`config.mk`:
```
export PLATFORM = sky130hd
export DESIGN_NAME = ioreg_bank
export DESIGN_NICKNAME = d
export VERILOG_FILES = /design/src/rtl/ioreg_pkg.sv /design/src/rtl/ioreg_decode.sv /design/src/rtl/ioreg_gpfile.sv /design/src/rtl/ioreg_irq.sv /design/src/rtl/ioreg_bank.sv
export SDC_FILE = /design/constraint.sdc
export NUM_CORES = 1
export LEC_CHECK = 0
export BUFFER_PORTS_ARGS = -buffer_cell sky130_fd_sc_hd__buf_2
export CORE_MARGIN = 4
export CORE_UTILIZATION = 40
export DETAILED_ROUTE_END_ITERATION = 8
export GPL_ROUTABILITY_DRIVEN = 1
export PLACE_DENSITY = 0.62
export SLEW_MARGIN = 10
export SYNTH_ARGS = -nofsm -noshare
export SYNTH_HDL_FRONTEND = slang
export SYNTH_HIERARCHICAL = 1
export SYNTH_SLANG_ARGS = --single-unit
```
`constraint.sdc`:
```
create_clock -name clk -period 6.5 [get_ports clk]
set_input_delay 1.3 -clock clk [delete_from_list [all_inputs] [get_ports clk]]
set_output_delay 1.3 -clock clk [all_outputs]
set_load 0.005 [all_outputs]
```
`src/rtl/ioreg_pkg.sv`:
```
package ioreg_pkg;
  localparam int unsigned BYTE_W = 8;

  // status bit positions (software decodes these)
  localparam int unsigned ST_RX_AVAIL = 0;
  localparam int unsigned ST_RX_FULL  = 1;
  localparam int unsigned ST_TX_HALF  = 2;
  localparam int unsigned ST_TX_FULL  = 3;
  localparam int unsigned ST_CTS      = 4;
  localparam int unsigned ST_DSR      = 5;
  localparam int unsigned ST_RTS      = 6;

  typedef struct packed {
    logic rts;
    logic dsr;
    logic cts;
    logic tx_full;
    logic tx_half;
    logic rx_full;
    logic rx_avail;
  } ev_t;

  function automatic logic [BYTE_W-1:0] pack_status(input ev_t ev);
    logic [BYTE_W-1:0] s;
    s = '0;
    s[ST_RX_AVAIL] = ev.rx_avail;
    s[ST_RX_FULL]  = ev.rx_full;
    s[ST_TX_HALF]  = ev.tx_half;
    s[ST_TX_FULL]  = ev.tx_full;
    s[ST_CTS]      = ev.cts;
    s[ST_DSR]      = ev.dsr;
    s[ST_RTS]      = ev.rts;
    return s;
  endfunction
endpackage

```
`src/rtl/ioreg_decode.sv`:
```
module ioreg_decode #(
  parameter int unsigned ADDR_W    = 8,
  parameter int unsigned GP_COUNT  = 16,
  parameter logic [ADDR_W-1:0] GP_BASE   = 8'h20,
  parameter logic [ADDR_W-1:0] STAT_ADDR = 8'h30,
  parameter logic [ADDR_W-1:0] MASK_ADDR = 8'h31
) (
  input  logic [ADDR_W-1:0]   addr,
  output logic [GP_COUNT-1:0] gp_sel,
  output logic                stat_sel,
  output logic                mask_sel
);
  for (genvar i = 0; i < GP_COUNT; i++) begin : g_sel
    assign gp_sel[i] = (addr == ADDR_W'(int'(GP_BASE) + i));
  end

  assign stat_sel = (addr == STAT_ADDR);
  assign mask_sel = (addr == MASK_ADDR);
endmodule

```
`src/rtl/ioreg_gpfile.sv`:
```
module ioreg_gpfile #(
  parameter int unsigned DATA_W   = 8,
  parameter int unsigned GP_COUNT = 16
) (
  input  logic                       clk,
  input  logic                       rst,
  input  logic [GP_COUNT-1:0]        sel,
  input  logic                       wr_stb,
  input  logic [DATA_W-1:0]          wr_data,
  output logic [DATA_W-1:0]          rd_val,
  output logic [GP_COUNT*DATA_W-1:0] gp_flat
);
  logic [DATA_W-1:0] regs   [GP_COUNT];
  logic [DATA_W-1:0] masked [GP_COUNT];

  for (genvar i = 0; i < GP_COUNT; i++) begin : g_reg
    always_ff @(posedge clk) begin
      if (rst)
        regs[i] <= '0;
      else if (wr_stb && sel[i])
        regs[i] <= wr_data;
    end
    // only the selected register contributes to the read bus
    assign masked[i] = sel[i] ? regs[i] : '0;
    assign gp_flat[i*DATA_W +: DATA_W] = regs[i];
  end

  always_comb begin
    rd_val = '0;
    for (int i = 0; i < GP_COUNT; i++)
      rd_val = rd_val | masked[i];
  end
endmodule

```
`src/rtl/ioreg_irq.sv`:
```
module ioreg_irq
  import ioreg_pkg::*;
#(
  parameter int unsigned DATA_W = 8
) (
  input  logic              clk,
  input  logic              rst,
  input  ev_t               ev,
  input  logic              mask_wr,
  input  logic [DATA_W-1:0] wr_data,
  output logic [DATA_W-1:0] stat_q,
  output logic [DATA_W-1:0] mask_q,
  output logic              irq
);
  logic [DATA_W-1:0] stat_d;
  logic              irq_d;

  assign stat_d = DATA_W'(pack_status(ev));
  assign irq_d  = |(stat_q & mask_q);

  always_ff @(posedge clk) begin
    if (rst) begin
      stat_q <= '0;
      mask_q <= '0;
      irq    <= 1'b0;
    end else begin
      stat_q <= stat_d;
      if (mask_wr)
        mask_q <= wr_data;
      irq <= irq_d;
    end
  end
endmodule

```
`src/rtl/ioreg_bank.sv`:
```
module ioreg_bank
  import ioreg_pkg::*;
#(
  parameter int unsigned DATA_W    = 8,
  parameter int unsigned ADDR_W    = 8,
  parameter int unsigned GP_COUNT  = 16,
  parameter logic [ADDR_W-1:0] GP_BASE   = 8'h20,
  parameter logic [ADDR_W-1:0] STAT_ADDR = 8'h30,
  parameter logic [ADDR_W-1:0] MASK_ADDR = 8'h31
) (
  input  logic              clk,
  input  logic              rst,
  input  logic [ADDR_W-1:0] port_addr,
  input  logic [DATA_W-1:0] wr_data,
  input  logic              wr_stb,
  input  logic              rd_stb,
  output logic [DATA_W-1:0] rd_data,
  input  logic              ev_rx_avail,
  input  logic              ev_rx_full,
  input  logic              ev_tx_half,
  input  logic              ev_tx_full,
  input  logic              ln_cts,
  input  logic              ln_dsr,
  input  logic              ln_rts,
  output logic              irq
);
  localparam int unsigned FLAT_W = GP_COUNT * DATA_W;

  logic [GP_COUNT-1:0] gp_sel;
  logic                stat_sel;
  logic                mask_sel;
  logic [DATA_W-1:0]   gp_rd;
  logic [FLAT_W-1:0]   gp_flat;
  logic [DATA_W-1:0]   stat_q;
  logic [DATA_W-1:0]   mask_q;
  logic [DATA_W-1:0]   rd_mux;
  ev_t                 ev;

  assign ev = '{rts: ln_rts, dsr: ln_dsr, cts: ln_cts, tx_full: ev_tx_full,
                tx_half: ev_tx_half, rx_full: ev_rx_full, rx_avail: ev_rx_avail};

  ioreg_decode #(
    .ADDR_W(ADDR_W), .GP_COUNT(GP_COUNT), .GP_BASE(GP_BASE),
    .STAT_ADDR(STAT_ADDR), .MASK_ADDR(MASK_ADDR)
  ) u_decode (
    .addr(port_addr), .gp_sel(gp_sel), .stat_sel(stat_sel), .mask_sel(mask_sel)
  );

  ioreg_gpfile #(.DATA_W(DATA_W), .GP_COUNT(GP_COUNT)) u_gpfile (
    .clk(clk), .rst(rst), .sel(gp_sel), .wr_stb(wr_stb), .wr_data(wr_data),
    .rd_val(gp_rd), .gp_flat(gp_flat)
  );

  ioreg_irq #(.DATA_W(DATA_W)) u_irq (
    .clk(clk), .rst(rst), .ev(ev), .mask_wr(wr_stb && mask_sel),
    .wr_data(wr_data), .stat_q(stat_q), .mask_q(mask_q), .irq(irq)
  );

  // AND-OR read mux: unmapped addresses select nothing and yield zero
  assign rd_mux = gp_rd
                | (stat_sel ? stat_q : '0)
                | (mask_sel ? mask_q : '0);

  always_ff @(posedge clk) begin
    if (rst)
      rd_data <= '0;
    else
      rd_data <= rd_stb ? rd_mux : '0;
  end
endmodule

```
==> flow_metrics.py <==
metrics = {
    "yosys": {
        "synth_xor_xnor_area_share": 0,
        "synth_top_cell_area_share": 0.558,
        "netlist_area_um2": 6890,
        "synth_compound_area_frac": 0.126,
        "synth-simple-area-share": 0.168,
        "synth_cell_types": 33,
        "synth_mux_area_frac": 0.0116,
        "yosysWarnings": 6,
        "synth_seq_cells": 152,
        "yosysTopAreaCell": "edfxtp_1",
        "synthAdderAreaFrac": 0,
        "yosysSeqAreaShare": 0.628,
        "synth_fp_nets": 536,
        "syn_inst": 509,
        "ys_top_cells_by_area": "edfxtp_1 (56%), and3_1 (12%), dfxtp_1 (7.0%)",
        "synth_area_per_cell_um2": 13.5,
        "synth_top_family_by_area": "simple AND/OR/NAND/NOR gates",
    },
    "floorplanning": {
        "row_count": 47,
        "dieHeight_um": 139,
        "initial_core_util": 0.412,
        "die_w_um": 139,
        "fp.dieArea_um2": 19400,
        "coreArea_um2": 16700,
        "ios": 36,
    },
    "timing": {
        "setup_tns_ns": 0,
        "timing.fmax_mhz": 275,
        "finalSetupViolations": 0,
        "finalCriticalPeriod_ns": 3.63,
        "tightest_slew_ns": 1.11,
        "period_share": 0.559,
        "hold_violations": 0,
        "relSlewSlack": 0.258,
        "skew_ns": 0.00551,
        "finalMaxSlewViolations": 0,
        "rsz0062_at_grt": "false",
    },
    "clock_network": {
        "cts-root-buf": "clkbuf_16",
        "clock_latency_ns": 0.43,
        "cts_sinks": 152,
        "clockBufferDepth": 2,
        "cts_resized": 0,
        "post_cts_buffers": 0,
        "htreeDepth": 4,
        "cts.clk_slew.worst_paths_ns": 0.06,
        "cts_made_buffers": 17,
        "cts_tree": "yes",
        "cts_hold_buf": 0,
    },
    "grt": {
        "antenna_found_initial": 0,
        "grt_pass1_wl_um": 26400,
        "track_usage": 0.179,
        "grt-ovfl-total": 0,
        "grt_max_degree": 129,
        "grt_pass1_vias": 4303,
    },
    "critical_path": {
        "r2r_slack_ns": 4.71,
        "cp-end-kind": "flip-flop",
        "crit_type": "primary input to flip-flop",
        "cp_slowest_stage_delay_ns": 0.95,
        "timing.rr.start": "u_gpfile/regs[0][7]",
        "cp_slowest_cell": "nor3_2",
        "required_ns": 6.78,
        "reg2reg_depth": 5,
        "cp_max_fo": 9,
        "startpoint_type": "primary input",
        "cp_data_arrival_time_ns": 3.92,
        "r2r_end": "rd_data[7]",
        "worstPathCellList": "buf_2 > or4_1 > nor3_2 > and2_1 > mux2i_1 > nor2_1",
    },
    "detailed_routing": {
        "via_count": 4442,
        "vias_per_cell": 5.95,
        "drt_iter0_drc": 520,
        "ant_nets": 0,
        "firstDrtPassIters": 5,
        "avgRoutedWirePerCell_um": 23.1,
        "drc": 0,
        "finalWirelength_um": 17200,
    },
    "power_and_ir_drop": {
        "ir_drop_uv": 168,
        "power_density_nw_per_um2": 299,
        "fin_total_pwr_mw": 2.31,
        "total_leakage_power_nw": 3.18,
    },
    "worst_hold_path": {
        "min_path_type": "flip-flop to flip-flop",
        "hp-start": "u_irq/mask_q[0]",
        "min_to": "rd_data[0]",
        "whs_path_depth": 2,
    },
    "placement": {
        "dp_hpwl_um": 10800,
        "port_buffers": 35,
        "place.gp.congestion": 0.838,
    },
    "layout": {
        "final_nets": 540,
        "diodes": 0,
        "drive_gt1_frac": 0.211,
        "areaGrowthSynthToFinish_pct": 12.0,
    },
    "status": {
        "status": "complete, no violations",
    },
    "job": {
        "maxCapViolCount": 0,
    },
}
## flip-flops by register name (all words and copies together), names as in the netlist
name / flops
u_gpfile/regs: 128
u_irq/mask_q: 8
u_irq/irq: 1
u_irq/stat_q: 7
rd_data: 8
## critical path, delay by kind of cell
family	cells	cell delay [ns]
and+or+nand+nor	4	2.24
buffers and inverters	1	0.11
muxes	1	0.26
## routing by layer
layer  part of all wire  up-vias  track usage
met4              0.023        0       0.0633
met2               0.45      192        0.263
li1                   -     2006            -
met3              0.073       31       0.0419
met5                  0        -            0
met1               0.45     2213        0.260
## cell type report
type,count,area [um2]
Clock buffer,17,425
Clock inverter,15,246
Fill cell,1492,8990
Multi-Input combinational cell,291,2150
Sequential cell,152,4320
Tap cell,220,275
Timing Repair Buffer,51,295
## power breakdown
part,total [mW],switching [mW],internal [mW]
Sequential,1.11,0.0161,1.10
Clock,1.11,0.390,0.722
Combinational,0.0822,0.0649,0.0173
## layout by cell type (no fill, tap or decap), drive strengths merged, types with 13 or more instances in the layout
cell type  netlist  layout
buf             44      51
a22o            32      32
and3           128     128
dfxtp           24      24
nor2            16      16
a221oi          40      40
nor3            13      13
edfxtp         128     128
a21o            16      16
clkbuf          22      17
## kinds of logic after synthesis
family	count (synthesis)
AOI/OAI and AO/OA	92
buffers and inverters	66
DFF	152
muxes	8
other	1
and+or+nand+nor	190
## synth_stat cells (all sizes together)
master,instances
a221oi,40
buf,44
a222oi,1
or4,1
and2,1
a21o,16
a31oi,1
conb,1
clkbuf,22
nor3,13
nor2,16
edfxtp,128
nand2b,6
mux2i,8
nor4,5
and3,128
or4b,1
nand4,8
dfxtp,24
nand2,3
a22o,32
a22oi,2
nor2b,8
## how the worst max path moves through the flow
stage,slack (ns),cells after the start,startpoint,end
2_1_floorplan,3.23,6,port_addr[4],u_gpfile/regs[1][32]
3_3_place_gp,2.58,8,port_addr[7],rd_data[7]
3_5_place_dp,2.53,8,port_addr[7],rd_data[7]
4_1_cts,2.97,8,port_addr[7],rd_data[7]
5_1_grt,2.80,6,port_addr[7],u_irq/mask_q[4]
6_report,2.87,6,port_addr[7],u_irq/mask_q[4]
## through the flow
step	setup WS [ns]	cell area [um2]	std cells	hold WS, ns	utilization
after global routing	2.80	7710	746	0.557	0.462
after global placement	2.58	7030	714	0.504	0.421
final	2.87	7710	746	0.542	0.462
after CTS	2.97	7700	746	0.536	0.461
after detailed placement	2.53	7030	714	0.522	0.421
after floorplan	3.23	6890	509	0.466	-
Power figures use the tool's default switching activity.
